### src/rtl/smb_tgt_pkg.sv
package smb_tgt_pkg;

  typedef enum logic [2:0] {
    ST_IDLE,
    ST_ADDR,
    ST_ACK,
    ST_WR,
    ST_RD,
    ST_RDACK,
    ST_HOLD
  } st_e;

  localparam logic [7:0] CRC_POLY = 8'h07;

  // One byte into a CRC-8, MSB first.
  function automatic logic [7:0] crc8_step(input logic [7:0] c, input logic [7:0] b);
    logic [7:0] r;
    r = c ^ b;
    for (int i = 0; i < 8; i++) begin
      r = r[7] ? ((r << 1) ^ CRC_POLY) : (r << 1);
    end
    return r;
  endfunction

endpackage

### src/rtl/smb_pin_filter.sv
module smb_pin_filter #(
  parameter int SYNC_STAGES = 2,
  parameter int FILT_LEN    = 3
) (
  input  logic clk,
  input  logic rst_n,
  input  logic pin_i,
  output logic pin_o
);
  logic [SYNC_STAGES-1:0] sync_q;
  logic [FILT_LEN-1:0]    win_q;

  always_ff @(posedge clk or negedge rst_n) begin
    if (!rst_n) begin
      sync_q <= '1;
      win_q  <= '1;
      pin_o  <= 1'b1;
    end else begin
      sync_q <= {sync_q[SYNC_STAGES-2:0], pin_i};
      win_q  <= {win_q[FILT_LEN-2:0], sync_q[SYNC_STAGES-1]};
      if (&win_q)       pin_o <= 1'b1;
      else if (~|win_q) pin_o <= 1'b0;
    end
  end
endmodule

### src/rtl/smb_bus_cond.sv
module smb_bus_cond (
  input  logic clk,
  input  logic rst_n,
  input  logic scl_f,
  input  logic sda_f,
  output logic start_evt,
  output logic stop_evt,
  output logic scl_rise,
  output logic scl_fall
);
  logic scl_q, sda_q;

  always_ff @(posedge clk or negedge rst_n) begin
    if (!rst_n) begin
      scl_q <= 1'b1;
      sda_q <= 1'b1;
    end else begin
      scl_q <= scl_f;
      sda_q <= sda_f;
    end
  end

  assign scl_rise  = scl_f & ~scl_q;
  assign scl_fall  = ~scl_f & scl_q;
  assign start_evt = scl_f & scl_q & sda_q & ~sda_f;
  assign stop_evt  = scl_f & scl_q & ~sda_q & sda_f;
endmodule

### src/rtl/smb_timeout.sv
module smb_timeout #(
  parameter int LIMIT = 3750000
) (
  input  logic clk,
  input  logic rst_n,
  input  logic en,
  input  logic scl_f,
  input  logic sda_f,
  output logic to_evt
);
  localparam int W = $clog2(LIMIT + 1);
  localparam logic [W-1:0] LIM    = W'(LIMIT);
  localparam logic [W-1:0] LIM_M1 = W'(LIMIT - 1);

  logic [W-1:0] cnt_q;
  logic         busy;

  assign busy   = en & (~scl_f | ~sda_f);
  assign to_evt = busy & (cnt_q == LIM_M1);

  always_ff @(posedge clk or negedge rst_n) begin
    if (!rst_n)             cnt_q <= '0;
    else if (!busy)         cnt_q <= '0;
    else if (cnt_q != LIM)  cnt_q <= cnt_q + 1'b1;
  end
endmodule

### src/rtl/smb_target.sv
module smb_target
  import smb_tgt_pkg::*;
#(
  parameter logic [6:0] OWN_ADDR    = 7'h4C,
  parameter logic [6:0] ARA_ADDR    = 7'h0C,
  parameter int         SYNC_STAGES = 2,
  parameter int         FILT_LEN    = 3,
  parameter int         TO_CYCLES   = 3750000
) (
  input  logic       clk,
  input  logic       rst_n,
  input  logic       scl_i,
  input  logic       sda_i,
  output logic       sda_oe_o,
  input  logic       timeout_en_i,
  input  logic       alert_pending_i,
  output logic       alert_ack_o,
  output logic       reg_wr_en_o,
  output logic [7:0] reg_wr_addr_o,
  output logic [7:0] reg_wr_data_o,
  input  logic       reg_wr_ok_i,
  output logic       reg_rd_en_o,
  output logic [7:0] reg_rd_addr_o,
  input  logic [7:0] reg_rd_data_i,
  input  logic       reg_rd_ok_i
);
  localparam logic [7:0] ARA_RD_BYTE = {ARA_ADDR, 1'b1};
  localparam logic [7:0] ARA_REPLY   = {OWN_ADDR, 1'b1};

  // Pin conditioning, one filter per line.
  logic [1:0] pins_raw, pins_f;
  logic       scl_f, sda_f;
  assign pins_raw = {scl_i, sda_i};

  for (genvar g = 0; g < 2; g++) begin : g_pin
    smb_pin_filter #(.SYNC_STAGES(SYNC_STAGES), .FILT_LEN(FILT_LEN)) u_filt (
      .clk(clk), .rst_n(rst_n), .pin_i(pins_raw[g]), .pin_o(pins_f[g])
    );
  end
  assign scl_f = pins_f[1];
  assign sda_f = pins_f[0];

  // Bus events.
  logic start_evt, stop_evt, scl_rise, scl_fall, to_evt;

  smb_bus_cond u_cond (
    .clk(clk), .rst_n(rst_n), .scl_f(scl_f), .sda_f(sda_f),
    .start_evt(start_evt), .stop_evt(stop_evt),
    .scl_rise(scl_rise), .scl_fall(scl_fall)
  );

  smb_timeout #(.LIMIT(TO_CYCLES)) u_to (
    .clk(clk), .rst_n(rst_n), .en(timeout_en_i),
    .scl_f(scl_f), .sda_f(sda_f), .to_evt(to_evt)
  );

  // Protocol state.
  st_e        state_q;
  logic [3:0] cnt_q;
  logic [6:0] sh_q;
  logic [1:0] idx_q;
  logic [7:0] ptr_q;
  logic       pend_q;
  logic [7:0] pend_data_q;
  logic [7:0] crc_q;
  logic       ack_val_q, ack_phase_q;
  logic       is_rd_q, is_ara_q;
  logic [7:0] tx_sh_q;
  logic       tx_drv_q;
  logic       rd_load_q;
  logic       m_ack_q;
  logic       sda_oe_q, wr_en_q, rd_en_q, ara_ack_q;

  logic [7:0] rx_byte;
  logic       addr_hit, ara_hit, byte_done, st_idle;
  logic [1:0] idx_nx;

  assign rx_byte   = {sh_q, sda_f};
  assign addr_hit  = (rx_byte[7:1] == OWN_ADDR);
  assign ara_hit   = (rx_byte == ARA_RD_BYTE) & alert_pending_i;
  assign byte_done = scl_rise & (cnt_q == 4'd7);
  assign idx_nx    = (idx_q == 2'd3) ? idx_q : idx_q + 2'd1;
  assign st_idle   = (state_q == ST_IDLE);

  always_ff @(posedge clk or negedge rst_n) begin
    if (!rst_n) begin
      state_q     <= ST_IDLE;
      cnt_q       <= '0;
      sh_q        <= '0;
      idx_q       <= '0;
      ptr_q       <= '0;
      pend_q      <= 1'b0;
      pend_data_q <= '0;
      crc_q       <= '0;
      ack_val_q   <= 1'b0;
      ack_phase_q <= 1'b0;
      is_rd_q     <= 1'b0;
      is_ara_q    <= 1'b0;
      tx_sh_q     <= '1;
      tx_drv_q    <= 1'b0;
      rd_load_q   <= 1'b0;
      m_ack_q     <= 1'b0;
      sda_oe_q    <= 1'b0;
      wr_en_q     <= 1'b0;
      rd_en_q     <= 1'b0;
      ara_ack_q   <= 1'b0;
    end else begin
      wr_en_q   <= 1'b0;
      rd_en_q   <= 1'b0;
      ara_ack_q <= 1'b0;
      rd_load_q <= rd_en_q;

      // One cycle after the read strobe the register file data is valid.
      if (rd_load_q) begin
        tx_sh_q <= reg_rd_data_i;
        crc_q   <= crc8_step(crc_q, reg_rd_data_i);
      end

      if (to_evt) begin
        state_q   <= ST_IDLE;
        sda_oe_q  <= 1'b0;
        pend_q    <= 1'b0;
        rd_load_q <= 1'b0;
      end else if (start_evt || stop_evt) begin
        if (pend_q) wr_en_q <= 1'b1;
        pend_q      <= 1'b0;
        sda_oe_q    <= 1'b0;
        cnt_q       <= '0;
        idx_q       <= '0;
        crc_q       <= '0;
        ack_phase_q <= 1'b0;
        rd_load_q   <= 1'b0;
        state_q     <= start_evt ? ST_ADDR : ST_IDLE;
      end else begin
        unique case (state_q)
          ST_ADDR: begin
            if (scl_rise) begin
              sh_q  <= rx_byte[6:0];
              cnt_q <= cnt_q + 4'd1;
            end
            if (byte_done) begin
              if (addr_hit) begin
                crc_q     <= crc8_step(crc_q, rx_byte);
                is_rd_q   <= rx_byte[0];
                is_ara_q  <= 1'b0;
                ack_val_q <= 1'b1;
                state_q   <= ST_ACK;
                if (rx_byte[0]) begin
                  rd_en_q  <= 1'b1;
                  tx_drv_q <= reg_rd_ok_i;
                end
              end else if (ara_hit) begin
                crc_q     <= crc8_step(crc8_step(crc_q, rx_byte), ARA_REPLY);
                is_rd_q   <= 1'b1;
                is_ara_q  <= 1'b1;
                ack_val_q <= 1'b1;
                tx_sh_q   <= ARA_REPLY;
                tx_drv_q  <= 1'b1;
                state_q   <= ST_ACK;
              end else begin
                state_q <= ST_HOLD;
              end
            end
          end

          ST_ACK: begin
            if (scl_fall) begin
              if (!ack_phase_q) begin
                ack_phase_q <= 1'b1;
                sda_oe_q    <= ack_val_q;
              end else begin
                ack_phase_q <= 1'b0;
                cnt_q       <= '0;
                if (!ack_val_q) begin
                  state_q  <= ST_HOLD;
                  sda_oe_q <= 1'b0;
                end else if (is_rd_q) begin
                  state_q  <= ST_RD;
                  sda_oe_q <= tx_drv_q & ~tx_sh_q[7];
                end else begin
                  state_q  <= ST_WR;
                  sda_oe_q <= 1'b0;
                end
              end
            end
          end

          ST_WR: begin
            if (scl_rise) begin
              sh_q  <= rx_byte[6:0];
              cnt_q <= cnt_q + 4'd1;
            end
            if (byte_done) begin
              crc_q   <= crc8_step(crc_q, rx_byte);
              idx_q   <= idx_nx;
              state_q <= ST_ACK;
              unique case (idx_q)
                2'd0: begin
                  ptr_q     <= rx_byte;
                  ack_val_q <= 1'b1;
                end
                2'd1: begin
                  ack_val_q <= reg_wr_ok_i;
                  if (reg_wr_ok_i) begin
                    pend_q      <= 1'b1;
                    pend_data_q <= rx_byte;
                  end
                end
                2'd2: begin
                  if (crc8_step(crc_q, rx_byte) == 8'h00) begin
                    ack_val_q <= 1'b1;
                  end else begin
                    ack_val_q <= 1'b0;
                    pend_q    <= 1'b0;
                  end
                end
                default: ack_val_q <= 1'b0;
              endcase
            end
          end

          ST_RD: begin
            if (scl_rise) cnt_q <= cnt_q + 4'd1;
            if (scl_fall) begin
              if (cnt_q == 4'd8) begin
                sda_oe_q <= 1'b0;
                state_q  <= ST_RDACK;
              end else begin
                tx_sh_q  <= tx_sh_q << 1;
                sda_oe_q <= tx_drv_q & ~tx_sh_q[6];
              end
            end
          end

          ST_RDACK: begin
            if (scl_rise) begin
              m_ack_q <= ~sda_f;
              if (is_ara_q && idx_q == 2'd0) ara_ack_q <= 1'b1;
            end
            if (scl_fall) begin
              cnt_q <= '0;
              if (m_ack_q) begin
                idx_q   <= idx_nx;
                state_q <= ST_RD;
                if (idx_q == 2'd0) begin
                  tx_sh_q  <= crc_q;
                  sda_oe_q <= tx_drv_q & ~crc_q[7];
                end else begin
                  tx_sh_q  <= 8'hFF;
                  tx_drv_q <= 1'b0;
                  sda_oe_q <= 1'b0;
                end
              end else begin
                state_q <= ST_HOLD;
              end
            end
          end

          default: ;
        endcase
      end
    end
  end

  assign sda_oe_o      = sda_oe_q;
  assign alert_ack_o   = ara_ack_q;
  assign reg_wr_en_o   = wr_en_q;
  assign reg_wr_addr_o = ptr_q;
  assign reg_wr_data_o = pend_data_q;
  assign reg_rd_en_o   = rd_en_q;
  assign reg_rd_addr_o = ptr_q;
endmodule

### config.mk
export PLATFORM = sky130hd
export DESIGN_NAME = smb_target
export DESIGN_NICKNAME = d
export VERILOG_FILES = /design/src/rtl/smb_tgt_pkg.sv /design/src/rtl/smb_pin_filter.sv /design/src/rtl/smb_bus_cond.sv /design/src/rtl/smb_timeout.sv /design/src/rtl/smb_target.sv
export SDC_FILE = /design/constraint.sdc
export NUM_CORES = 1
export LEC_CHECK = 0
export ABC_AREA = 1
export BUFFER_PORTS_ARGS = -buffer_cell sky130_fd_sc_hd__buf_4
export CORE_UTILIZATION = 35
export CTS_CLUSTER_SIZE = 14
export DETAILED_ROUTE_END_ITERATION = 7
export GPL_TIMING_DRIVEN = 0
export PLACE_DENSITY = 0.59
export SLEW_MARGIN = 25
export SYNTH_ARGS = -nofsm -noshare
export SYNTH_HDL_FRONTEND = slang
export SYNTH_SLANG_ARGS = --single-unit
export TNS_END_PERCENT = 1
### constraint.sdc
create_clock -name clk -period 2.3 [get_ports clk]
set_input_delay 0.345 -clock clk [delete_from_list [all_inputs] [get_ports clk]]
set_output_delay 0.345 -clock clk [all_outputs]
set_load 0.005 [all_outputs]
# == After elaboration in Yosys (flattened, before gate mapping) ==
# Index checks and enable logic that the tools add are counted.
# classes
muxes,133
addsub,3
n_reduce_logical,35
eq_ne,40
bitwise,51
# ops
cell,count
8-bit 2-to-1 mux,18
3-bit 2-to-1 mux,37
3-bit NOT,24
1-bit 2-to-1 mux,55
22-bit 2-to-1 mux,2
4-bit inequality test (second input constant),10
5-bit AND reduction,5
8-bit case mux with 3 select lines,1
22-bit by 1-bit adder with 22-bit output (second input constant),1
22-bit == test (second input constant),1
22-bit inequality test (second input constant),1
4-bit 2-to-1 mux,5
3-bit inequality test (second input constant),6
6-bit AND reduction,3
8-bit case mux with 2 select lines,1
8-bit bitwise XOR,2
3-bit case mux with 5 select lines,1
1-bit bitwise AND,14
2-bit 2-to-1 mux,6
2-bit inequality test (second input constant),6
4-bit case mux with 3 select lines,1
2-bit nonzero test,5
1-bit NOT,9
3-bit AND reduction,3
other kinds (32),45
# totals
input_bits,16
output_inout_bits,28
regBits,96
word_cells,291

# == Depth between registers and ports, before layout ==
# logic_depth
word_depth,40
mapped_depth,18
depth_no_buf,17

# == By module ==
# A second synthesis with hierarchy kept.
# unflattened
hier_cells,846
hier_area_um2,6238.5
# modules_own_cells
mod,cells_per_inst,n_inst,seq_area_each_um2,area_per_inst_um2
smb_target,602,1,1511.4,4367.9
smb_timeout,203,1,550.5,1398.8
smb_pin_filter,14,2,157.7,188.9
smb_bus_cond,13,1,52.6,93.8

# == Worst setup path after synthesis ==
# Ideal clock, no wire load.
# synth_path
path_kind,register to register
startpoint,register sh_q[5]
endpoint,register crc_q[3]
synth_period_minus_slack_ps,2121
setup_time_ps,117
stages_incl_launch_ff,18
arrival_time_ps,2004
required_ps,2183
slack_ps,179
path_buffers,0
cell_sequence,dfrtp_1 inv_1 nand2_1 nand2_1 nand2_1 nand2_1 nand2_1 nand2_2 inv_1 nand2_1 nand2_1 ha_1 xor2_1 xnor2_1 nand2_1 nand2_1 nand2_1 nand2_1
# synth_via
elab_chain_cells,13
word_cells_on_any_way,20
classes_between,eq/ne (2); mux (12); bitwise (6)
# synth_lines
item,line,source
"start, declared",smb_target.sv:60,logic [6:0] sh_q;
"start signal, assigned",smb_target.sv:138,sh_q <= rx_byte[6:0];
"start signal, assigned",smb_target.sv:190,sh_q <= rx_byte[6:0];
8-bit bitwise XOR,smb_tgt_pkg.sv:18,r = c ^ b;
3-bit 2-to-1 mux,smb_tgt_pkg.sv:20,r = r[7] ? ((r << 1) ^ CRC_POLY) : (r << 1);
3-bit NOT (no line),--,
3-bit 2-to-1 mux,smb_tgt_pkg.sv:20,
4-bit NOT (no line),--,
3-bit 2-to-1 mux (2 in a row),smb_tgt_pkg.sv:20,
8-bit 2-to-1 mux,smb_target.sv:152,end else if (ara_hit) begin
8-bit 2-to-1 mux (*),smb_target.sv:142,if (addr_hit) begin
8-bit 2-to-1 mux (*),smb_target.sv:141,if (byte_done) begin
8-bit case mux with 2 select lines (*),smb_target.sv:135,unique case (state_q)
8-bit 2-to-1 mux (*),smb_target.sv:124,end else if (start_evt || stop_evt) begin
8-bit 2-to-1 mux (*),smb_target.sv:119,if (to_evt) begin
"end signal, assigned",smb_target.sv:116,"crc_q <= crc8_step(crc_q, reg_rd_data_i);"
"end signal, assigned",smb_target.sv:143,"crc_q <= crc8_step(crc_q, rx_byte);"
"end signal, assigned",smb_target.sv:153,"crc_q <= crc8_step(crc8_step(crc_q, rx_byte), ARA_REPLY);"
"end, declared",smb_target.sv:65,logic [7:0] crc_q;
# Every way passes the cells marked *; elsewhere a longest branch is shown, timed or not.
# A chain may end at the register's enable or synchronous reset.

# == Final worst setup path ==
# layout_path
startpoint,register crc_q[2]
endpoint,register crc_q[3]
# layout_via
elab_chain_cells,16
word_cells_on_any_way,24
classes_between,mux (16); bitwise (8)
# layout_lines
item,line
8-bit bitwise XOR,smb_tgt_pkg.sv:18
3-bit 2-to-1 mux,smb_tgt_pkg.sv:20
3-bit NOT (no line),--
3-bit 2-to-1 mux,smb_tgt_pkg.sv:20
4-bit NOT (no line),--
3-bit 2-to-1 mux,smb_tgt_pkg.sv:20
3-bit NOT (no line),--
3-bit 2-to-1 mux,smb_tgt_pkg.sv:20
3-bit NOT (no line),--
3-bit 2-to-1 mux,smb_tgt_pkg.sv:20
8-bit 2-to-1 mux,smb_target.sv:152
8-bit 2-to-1 mux,smb_target.sv:142
8-bit 2-to-1 mux,smb_target.sv:141
8-bit case mux with 2 select lines,smb_target.sv:135
8-bit 2-to-1 mux,smb_target.sv:124
8-bit 2-to-1 mux (*),smb_target.sv:119
# Marked as above.

==> results by group <==
Final layout
  • Nets: slightly above 900
  • Post-layout util: between 40% and 50%
  • Area growth from synthesis to layout: 21.52%
  • Fin cells: roughly 1,100
  • Cell area after layout: approximately 7300 um^2
  • # diodes: 0
  • Share of cells above drive strength 1: ~22%

STA
  • Fin. max-slew vios: 0
  • Fmax: approximately 0.44 GHz
  • Final Hold Fails: 0
  • Final worst path period need: 2.260 ns
  • Worst Skew: roughly 0.0066 ns
  • Slew at the pin closest to its max-slew limit: 0.8850 ns
  • Final worst slack: roughly 0.040 ns
  • # setup viols final: 0
  • Rel. slew slack: between 40% and 50%
  • RSZ-0062 raised after global routing: true
  • Post-route clock period utilization: between 90% and 100%
  • Setup TNS: 0 ns
  • WHS: roughly 0.091 ns

Global routing
  • Number of global-route vias before repair: roughly 5,100
  • Total GRT Usage: a little under a fifth
  • Grt ovf: 0
  • First-pass GRT wire length: about 26 mm
  • Initial antenna violation count: 0
  • Largest net degree at the start of global routing: 97

Placed design
  • Routability-driven placement congestion ratio: around 0.87
  • Placement Setup Slack: -0.2915 ns
  • Area post-placement: approximately 6600 um^2
  • Cells after DPL: around 1,100
  • Port Buffer Count: 43
  • DP Wirelength: between 10 and 15 mm

Synth
  • Post-Syn Instances: slightly above 800
  • Yosys cell types: between 50 and 60
  • Synth area leader: dfrtp_1
  • Synthesis Warnings: 0
  • Netlist Area Pre-Place: ~6000 um^2
  • Post-synth top cells: nand2_1 (245), inv_1 (89), dfrtp_1 (74)
  • Number of synthesized register bits: 96
  • Most frequent cell after synthesis: nand2_1
  • Share of the synthesized area in the top cell type: 30.88%
  • Fraction of registers with async set/reset: 100.0%
  • Syn avg cell area: between 7 and 8 um^2
  • Post-synthesis sequential area ratio: between 40 and 50%
  • Number of flops mapped to enable cells by yosys: 0
  • Primary FF master, synth: dfrtp_1
  • Syn nets: between 800 and 900
  • Top post-synthesis cells by area: dfrtp_1 (31%), nand2_1 (15%), dfstp_2 (9.6%)

CTS
  • CTS tree: done
  • Clk buf depth: 2
  • CTS sink cnt: between 90 and 100
  • CTS root buffer: clkbuf_16
  • CTS Buf Count: 9
  • Clk slew on worst S/H paths: roughly 0.070 ns
  • Clk_lat worst skew: about 0.36 ns
  • CTS HTree Levels: 3
  • Post-CTS Hold Fix Bufs: 0

Setup path
  • CP endpoint kind: register
  • CP startpoint kind: register
  • Crit-path leading delay family: XOR/XNOR gates
  • CP max-delay cell: dfrtp_1
  • Worst-path cell chain: xnor2_2 -> inv_1 -> nand2_1 -> nand2_4 -> xor2_4 -> ha_1 -> xor2_1 -> xnor2_1 -> nand2_1 -> nand2_1 -> nand2_1 -> nand2_1
  • Worst-path maximum fanout: 4
  • Critical path buffers and inverters: 1
  • Slowest cell delay on critical path: 0.47 ns
  • Critical Path Start: crc_q[2]$_DFF_PN0_
  • Crit Path Category: register to register
  • Worst Reg-to-Reg Cells: 12
  • WP depth: 12
  • Data required time of the critical path: 2.59 ns
  • R2R Path Start: crc_q[2]$_DFF_PN0_
  • Critical Path AT: roughly 2.6 ns
  • Cell mode on critical path: nand2_1

Detailed routing
  • Detailed-route via count: roughly 5,600
  • DRT Pass-1 Iters: 5
  • DRC errors left: 0
  • Number of nets still failing antenna checks after routing: 0
  • Drt via density: roughly 5
  • Post-Route WL: between 15 and 20 mm
  • Initial drt markers: 371
  • WL/cell: 14.26 um

Status
  • Status: finished clean

Pwr
  • Overall power: ~5.9 mW
  • Peak VDD IR: between 0.4 and 0.5 mV
  • P per Cell Area: between 800 and 900 nW/um^2
  • Leakage: approximately 3.5 nW

Floorplan
  • Core area: between 15,000 and 20,000 um^2
  • Num rows: 47
  • Io pins: 44
  • Die W: 132.9 um
  • Initial core utilization: approximately 36%
  • Chip height: ~130 um
  • Die Area: approximately 18,000 um^2

Worst hold path
  • Worst hold path class: input pin to async pin

Flow run
  • Max-cap violation count: 0
## area by class of cell
cell class	instances	area, um^2
Sequential cell	96	2434
Tap cell	220	275.3
Multi-Input combinational cell	600	3297
Timing Repair Buffer	64	484.2
Fill cell	1676	9356
Clock buffer	12	277.8
Buffer	19	123.9
Inverter	95	361.6
Clock inverter	4	32.53
## cells in the final DEF (no fill, tap or decap), drive strengths merged, types with 15 or more instances in the layout
cell    Yosys  routed
clkbuf      6      19
a21oi      36      36
dfstp      22      22
buf        14      76
dfrtp      74      74
nand2     249     249
inv        95      97
xnor2      15      15
nor3       23      23
xor2       18      18
o21ai      87      87
nor2       61      61
nand3      46      46
## cell families after synthesis
family / synth area share, %
compound gates: 14.61
xor+xnor: 5.071
fa+ha+maj: 2.713
buf+inv: 7.951
flops: 40.53
mux: 0.3339
simple gates: 28.80
## per-layer routing
layer | global-route usage [%] | wire [um]
met2 | 28.74 | 7310
met5 | 0 | 0
met1 | 25.93 | 7506
met3 | 3.793 | 697
met4 | 6.897 | 310
## state kept, by name (all words and copies together), names as in the netlist, 2 cells and up
name / cells
idx_q: 2
cnt_q: 4
reg_wr_data_o: 8
tx_sh_q: 8
state_q: 3
reg_rd_addr_o: 8
g_pin.u_filt.pin_o: 2
sh_q: 7
u_to.cnt_q: 22
g_pin.u_filt.sync_q: 4
crc_q: 8
g_pin.u_filt.win_q: 6
## power by group
part	switching, mW	internal (mW)
sequential	0.176	1.88
clock	0.690	0.867
combinational	1.45	0.836
total	2.32	3.58
## worst paths after layout
kind | endpoint | slack (ns)
hold / removal | cnt_q[1]$_DFFE_PN0P_ | 0.09
setup / recovery | crc_q[3]$_DFF_PN0_ | 0.04
setup reg to reg | crc_q[3]$_DFF_PN0_ | 0.04
min in group clk | g_pin[1].u_filt.sync_q[0]$_DFF_PN1_ | 0.09
hold reg to reg | g_pin[0].u_filt.win_q[0]$_DFF_PN1_ | 0.36
max in group asynchronous | crc_q[5]$_DFF_PN0_ | 1.59
## what timing repair did
action                     CTS  global route
cloned                       0             0
buffers inserted             6            15
setup endpoints to repair   28            47
pin swaps                    3            11
resized for setup           21            41
No activity file was read; power rests on OpenSTA's default activity.
